## config.mk

```make
export PLATFORM = sky130hd
export DESIGN_NAME = ohfsm_guard
export DESIGN_NICKNAME = d
export VERILOG_FILES = /design/src/rtl/ohfsm_pkg.sv /design/src/rtl/ohfsm_valid.sv /design/src/rtl/ohfsm_next.sv /design/src/rtl/ohfsm_reg.sv /design/src/rtl/ohfsm_guard.sv
export SDC_FILE = /design/constraint.sdc
export NUM_CORES = 1
export LEC_CHECK = 0
export ABC_CLOCK_PERIOD_IN_PS = 1100
export CORE_AREA = 2 2 39 41
export CTS_CLUSTER_DIAMETER = 200
export DETAILED_ROUTE_END_ITERATION = 16
export DIE_AREA = 0 0 41 43
export HOLD_SLACK_MARGIN = 0.02
export SLEW_MARGIN = 20
export SYNTH_ARGS = -nofsm -noshare
export SYNTH_HDL_FRONTEND = slang
export SYNTH_SLANG_ARGS = --single-unit
export TNS_END_PERCENT = 50
```

## constraint.sdc

```tcl
create_clock -name clk -period 1.1 [get_ports clk]
set_clock_uncertainty 0.05 [all_clocks]
set_input_delay 0.275 -clock clk [delete_from_list [all_inputs] [get_ports clk]]
set_output_delay 0.275 -clock clk [all_outputs]
set_load 0.03 [all_outputs]
```

## src/rtl/ohfsm_pkg.sv

```systemverilog
package ohfsm_pkg;
  // default number of states in the ring (one register bit per state)
  localparam int unsigned NST_DEF = 4;
endpackage

```

## src/rtl/ohfsm_valid.sv

```systemverilog
// Combinational one-hot validity test: exactly one bit set.
module ohfsm_valid #(
  parameter int unsigned N = 4
) (
  input  logic [N-1:0] st,
  output logic         ok
);
  logic [N-1:0] low_cleared;
  logic         nonzero;

  assign nonzero     = |st;
  assign low_cleared = st & (st - {{(N-1){1'b0}}, 1'b1});
  assign ok          = nonzero & ~(|low_cleared);
endmodule

```

## src/rtl/ohfsm_next.sv

```systemverilog
// Next-state logic defined for every register value.
module ohfsm_next #(
  parameter int unsigned N = 4
) (
  input  logic [N-1:0] st,
  input  logic         err_q,
  input  logic         ok,
  input  logic         adv,
  output logic [N-1:0] nst,
  output logic         nerr
);
  logic [N-1:0] rot;

  // ring step: bit i takes bit i-1, bit 0 takes the top bit
  for (genvar i = 0; i < N; i++) begin : g_rot
    if (i == 0) begin : g_wrap
      assign rot[i] = st[N-1];
    end else begin : g_shift
      assign rot[i] = st[i-1];
    end
  end

  always_comb begin
    if (err_q || !ok) begin
      nst  = '0;
      nerr = 1'b1;
    end else begin
      nst  = adv ? rot : st;
      nerr = 1'b0;
    end
  end
endmodule

```

## src/rtl/ohfsm_reg.sv

```systemverilog
// State and error registers with a test path for upset injection.
module ohfsm_reg #(
  parameter int unsigned N = 4
) (
  input  logic         clk,
  input  logic         rst_n,
  input  logic         flip_en,
  input  logic [N-1:0] flip_mask,
  input  logic [N-1:0] nst,
  input  logic         nerr,
  output logic [N-1:0] st_q,
  output logic         err_q
);
  localparam logic [N-1:0] RST_ST = {{(N-1){1'b0}}, 1'b1};

  always_ff @(posedge clk or negedge rst_n) begin
    if (!rst_n) begin
      st_q  <= RST_ST;
      err_q <= 1'b0;
    end else if (flip_en) begin
      st_q  <= st_q ^ flip_mask;
      err_q <= err_q;
    end else begin
      st_q  <= nst;
      err_q <= nerr;
    end
  end
endmodule

```

## src/rtl/ohfsm_guard.sv

```systemverilog
module ohfsm_guard #(
  parameter int unsigned N = ohfsm_pkg::NST_DEF
) (
  input  logic         clk,
  input  logic         rst_n,
  input  logic         advance,
  input  logic         flip_en,
  input  logic [N-1:0] flip_mask,
  output logic [N-1:0] state_o,
  output logic         err_o
);
  logic [N-1:0] st_q, nst;
  logic         err_q, nerr, ok;

  ohfsm_valid #(.N(N)) u_valid (.st(st_q), .ok(ok));

  ohfsm_next #(.N(N)) u_next (
    .st(st_q), .err_q(err_q), .ok(ok), .adv(advance),
    .nst(nst), .nerr(nerr)
  );

  ohfsm_reg #(.N(N)) u_reg (
    .clk(clk), .rst_n(rst_n), .flip_en(flip_en), .flip_mask(flip_mask),
    .nst(nst), .nerr(nerr), .st_q(st_q), .err_q(err_q)
  );

  assign state_o = st_q;
  assign err_o   = err_q;

  // a healthy step moves the single bit one place up the ring
  p_ring_step_r3: assert property (@(posedge clk) disable iff (!rst_n)
    (!err_o && ok && !flip_en && advance) |=>
      ($onehot(state_o) &&
       ((state_o == ($past(state_o) << 1)) ||
        (state_o[0] && $past(state_o[N-1])))));

  // no advance, no change
  p_hold_r4: assert property (@(posedge clk) disable iff (!rst_n)
    (!err_o && ok && !flip_en && !advance) |=> $stable(state_o));

  // a legal state without injection stays one-hot
  p_onehot_r2: assert property (@(posedge clk) disable iff (!rst_n)
    (!err_o && ok && !flip_en) |=> $onehot(state_o));

  // illegal pattern lands in the default state
  p_illegal_park_r5: assert property (@(posedge clk) disable iff (!rst_n)
    (!ok && !flip_en) |=> (state_o == '0 && err_o));

  // error flag is sticky
  p_err_sticky_r6: assert property (@(posedge clk) disable iff (!rst_n)
    err_o |=> err_o);

  // injection inverts exactly the masked bits
  p_inject_r8: assert property (@(posedge clk) disable iff (!rst_n)
    flip_en |=> ((state_o ^ $past(state_o)) == $past(flip_mask) &&
                 err_o == $past(err_o)));
endmodule

```

Word level (Yosys, flattened, before mapping)
Index checks and enable logic that the tools add are counted.
Widths: inputs -> output; s select.
{ "classes": {"n_addsub": 1, "multipliers": 0, "n_div": 0, "magnitude_cmp": 0, "eq_ne": 0, "n_shift": 0, "n_mux": 4, "bitwise_logic": 4, "n_reduce_logical": 5} }
{ "op_table": {"columns": ["op", "count"], "rows": [
  ["$mux 4", 3],
  ["$reduce_or 4->1", 2],
  ["$and 4x4->4", 1],
  ["$sub 4x1->4 const B", 1],
  ["$xor 4x4->4", 1],
  ["$reduce_bool 3->1", 1],
  ["$and 1x1->1", 1],
  ["$logic_not 1->1", 1],
  ["$logic_or 1x1->1", 1],
  ["$mux 1", 1],
  ["$not 1->1", 1]
]} }
{ "word_totals": {"ff_bits": 5, "latchBits": 0, "ramBits": 0, "rom_bits": 0, "inputBits": 8, "output_inout_bits": 5, "wordCells": 16, "n_memories": 0} }

Longest topological paths before layout
{ "depth": {"depth_word": 9, "ltp_mapped": 4, "mapped_depth_nobuf": 3} }

Modules after synthesis
A second synthesis with hierarchy kept.
{ "hier_totals": {"cells_unflattened": 33, "hier_area_um2": 326.6} }
{ "by_module_without_submodules": {"columns": ["module", "instances", "cells_per_inst", "area_per_inst_um2", "seq_area_each_um2"], "rows": [
  ["ohfsm_reg", 1, 19, 222.7, 126.4],
  ["ohfsm_next", 1, 10, 66.3, 0.0],
  ["ohfsm_valid", 1, 4, 37.5, 0.0]
]} }

Least setup slack after synthesis
No wires, ideal clock.
{ "synth_path": {"path_kind": "register to register", "startpoint": "register u_reg.st_q[1]", "endpoint": "register u_reg.st_q[2]", "setup_time_ns": 0.145, "arrival_time_ns": 1.145, "setup_slack_ns": -0.240, "path_stages_with_launch": 5, "path_buffers": 1, "period_less_slack_ns": 1.340, "cell_sequence": "dfrtp_1 > buf_6 > and4bb_1 > a221oi_1 > a21oi_1"} }
{ "synth_via": {"elab_chain_cells": 9, "word_cells_on_any_way": 12} }
{ "synth_rtl": {"columns": ["item", "line_no", "source"], "rows": [
  ["start, declared", "ohfsm_reg.sv:11", "output logic [N-1:0] st_q,"],
  ["start signal, assigned", "ohfsm_reg.sv:21", "st_q <= st_q ^ flip_mask;"],
  ["start signal, assigned", "ohfsm_reg.sv:24", "st_q <= nst;"],
  ["$sub 4x1->4", "ohfsm_valid.sv:12", "assign low_cleared = st & (st - {{(N-1){1'b0}}, 1'b1});"],
  ["$and 4x4->4", "ohfsm_valid.sv:12", null],
  ["$reduce_or 4->1", "ohfsm_valid.sv:13", "assign ok = nonzero & ~(|low_cleared);"],
  ["$not 1->1", "ohfsm_valid.sv:13", null],
  ["$and 1x1->1", "ohfsm_valid.sv:13", null],
  ["$logic_not 1->1", "ohfsm_next.sv:24", "if (err_q || !ok) begin"],
  ["$logic_or 1x1->1", "ohfsm_next.sv:24", null],
  ["$mux 4", "ohfsm_next.sv:24", null],
  ["$mux 4", "ohfsm_reg.sv:20", "end else if (flip_en) begin"]
]} }
Several ways; a longest one is shown, not always the timed one. The select of a mux whose other input is x is not followed.
A chain may end at the register's enable or synchronous reset.

Worst setup path in the final report
{ "layout_path": {"startpoint": "register u_reg.st_q[2]", "endpoint": "output state_o[2]"} }
{ "layout_rtl": {"columns": ["item", "line_no", "source"], "rows": [
  ["end, declared", "ohfsm_guard.sv:9", "output logic [N-1:0] state_o,"]
]} }
No word-level cell between the ends.

==> metrics.txt <==
status=finished, violations left; failing checks=negative setup slack; ANT nets after route=0; Seq/Total Area, Yosys=32.4%; dpl ws=-0.408 ns; GRT Resource Usage Total=around 17%; area leader, netlist=dfrtp_1; layout cell share with drive strength beyond 1=a little over half; number of distinct library cells after synthesis=20; DRC viols=0; Worst Tran Pin Value=0.258 ns; CTS Hold Bufs=0; area growth from synthesis to layout=91.0%; Max-slew headroom=roughly 83%; worst IR drop on VDD=around 0.0007 V; antenna violations before repair=0; M1 GR Usage=between 20% and 30%; DRT Pass-1 Iters=4; met3 Use GR=0%; Layout Nets=84; Syn Nets=between 50 and 60; max cap viols=0; Clock Path Buffers=2; Cell Area, Synth=between 300 and 400 sq um; Sw Ratio=between 40% and 50%; initial drt markers=14; Final Hold Fails=0; combinational group share of total power=between 60% and 70%; Placed Instances=a little under 80; Die X=41 um; final WL=approximately 1.3 mm; # H-tree levels=1; Filler cells=131; Worst setup SP type=flip-flop; CP Capture Type=output port; DP Wirelength=between 800 and 900 um; Final min period=around 1.3 ns; Seq. cell area=~130 sq um; final period utilization=118%; GRT Residual Overflow=0; Clock Latency Late Sink=0.24 ns; via count=475; largest cells by area after synthesis=dfrtp_1, buf_6, a21oi_1, dfstp_2, nor4_2; routed length per instance=14.6 um; GPL Wtd Cong=approximately 0.86; gr busiest metal=met2; Buffers on Ports=12; DR vias/cell=between 5 and 6; Pint=1.04 mW; met2 Use GR=between 20% and 30%; Power Density=2400 nW/um^2; Seq cells post-synth=5; core area=1380 sq um; mean post-synth cell area=8.87 sq um; Max Clk Rate=between 0.7 and 0.8 GHz; fin cells=91; Num CTS Buffers=3; total die area=roughly 1800 sq um; Final Setup Violations=10; sequential share of power=between 20% and 30%; P_sw=~750 uW; n_diodes=0; total power=1.79 mW; row count=14; critical path peak fanout=4; Leak=~0.31 nW; vias in the first global route=467; Root Driver=clkbuf_4; CTS tree=done; CTS clk-pin slew, worst paths=~0.050 ns; CP arrival=0.97 ns; WP data required=approximately 0.77 ns; Sink Count=5; first-pass GRT wire length=~2.0 mm; top-area cell type share of the netlist area=between 20% and 30%; RSZ-0062 raised after global routing=yes; Core Util, Final=roughly 54%; final setup margin=-0.198 ns; Die Height=43 um; post-synthesis instance total=44; critical path class=reg -> out; I/O Pins=13; multi-input combinational cell area=251 sq um; initial cell density of the core=approximately 28%; pins over their slew limit=0; HP Class=in -> async; pin count of the biggest net entering global routing=11; Ys Warns=0; clock share of power=around an eighth
## cells in the mapped netlist
| master | instances |
|---|---|
| o211ai_1 | 1 |
| nand4_1 | 1 |
| o21ai_0 | 1 |
| a21o_1 | 1 |
| buf_6 | 4 |
| nor3_1 | 1 |
| a31oi_1 | 1 |
| a221oi_1 | 1 |
| and4bb_1 | 1 |
| nor4_2 | 2 |
| a21oi_1 | 6 |
| nand3_1 | 2 |
| inv_1 | 4 |
| a22oi_1 | 3 |
| a32oi_1 | 2 |
| nor2b_1 | 2 |
| nor2_1 | 5 |
| xor2_1 | 1 |
| dfrtp_1 | 4 |
| dfstp_2 | 1 |
## worst max-delay path: stages, from the launching register on
cell	delay, ns
dfrtp_2	0.46
buf_6	0.15
buf_6	0.13
## registers in the layout, summed over array words and instances, names as in the netlist
register     cells
u_reg.err_q      1
u_reg.st_q       4
## per-layer routing
| layer | share of wire [%] | vias to the layer above |
|---|---|---|
| met5 | 0 | - |
| li1 | - | 228 |
| met4 | 3.0 | 0 |
| met2 | 52 | 15 |
| met1 | 42 | 226 |
| met3 | 2.9 | 6 |
## repair_timing
action | CTS | global route
setup endpoints to repair | 10 | 10
pin swaps | 3 | 9
buffers inserted | 8 | 2
resized for setup | 15 | 7
## path summary, 6_finish.rpt
| check | from | end | slack, ns | depth (start not counted) |
|---|---|---|---|---|
| worst min-delay path | rst_n | u_reg.st_q[3] | 0.22 | 1 |
| worst max-delay path | u_reg.st_q[2] | state_o[2] | -0.20 | 2 |
| worst max register to register | u_reg.st_q[0] | u_reg.err_q | -0.16 | 4 |
| worst min register to register | u_reg.err_q | u_reg.err_q | 0.53 | 2 |
| max in group asynchronous | rst_n | u_reg.st_q[0] | 0.52 | 1 |
| min in group clk | u_reg.err_q | u_reg.err_q | 0.53 | 2 |
## layout make-up
| cell class | count | area share, % |
|---|---|---|
| Clock buffer | 4 | 3.52 |
| Inverter | 4 | 2.01 |
| Multi-Input combinational cell | 31 | 33.7 |
| Sequential cell | 5 | 17.6 |
| Tap cell | 16 | 2.68 |
| Timing Repair Buffer | 31 | 40.4 |
## cell families after synthesis
logic type / share of synthesized area [%]
buffers and inverters: 15.4
XOR/XNOR: 2.24
AND/OR/NAND/NOR: 23.1
AO/OA/AOI/OAI: 26.9
flip-flops: 32.4
## placed cells by master, fill, tap and decap left out, types with 2 or more instances in the layout
cell / instances
buf_4: 12
buf_6: 11
a21oi_1: 5
clkdlybuf4s50_1: 5
inv_1: 4
nor2_1: 4
dfrtp_2: 4
clkbuf_4: 3
a32oi_1: 2
a22oi_1: 2
nor4_4: 2
nor2b_1: 2
nand3_1: 2
dlygate4sd2_1: 2
## power by group through the flow
stage | sequential, mW | clock (mW) | combinational, mW
after floorplan | 0.488 | 0 | 0.380
after global placement | 0.412 | 0 | 0.670
after detailed placement | 0.412 | 0 | 0.681
after CTS | 0.357 | 0.220 | 1.07
after global routing | 0.387 | 0.238 | 1.29
final | 0.375 | 0.215 | 1.20
## stage by stage
step	hold WS [ns]	cell area (sq um)	setup TNS, ns
after floorplan	-0.0706	394	-0.902
after global placement	0.472	544	-1.83
after detailed placement	0.463	544	-1.87
after CTS	0.219	693	-1.39
after global routing	0.222	746	-1.87
final	0.220	746	-1.39
(Power assumes the default switching activity.)
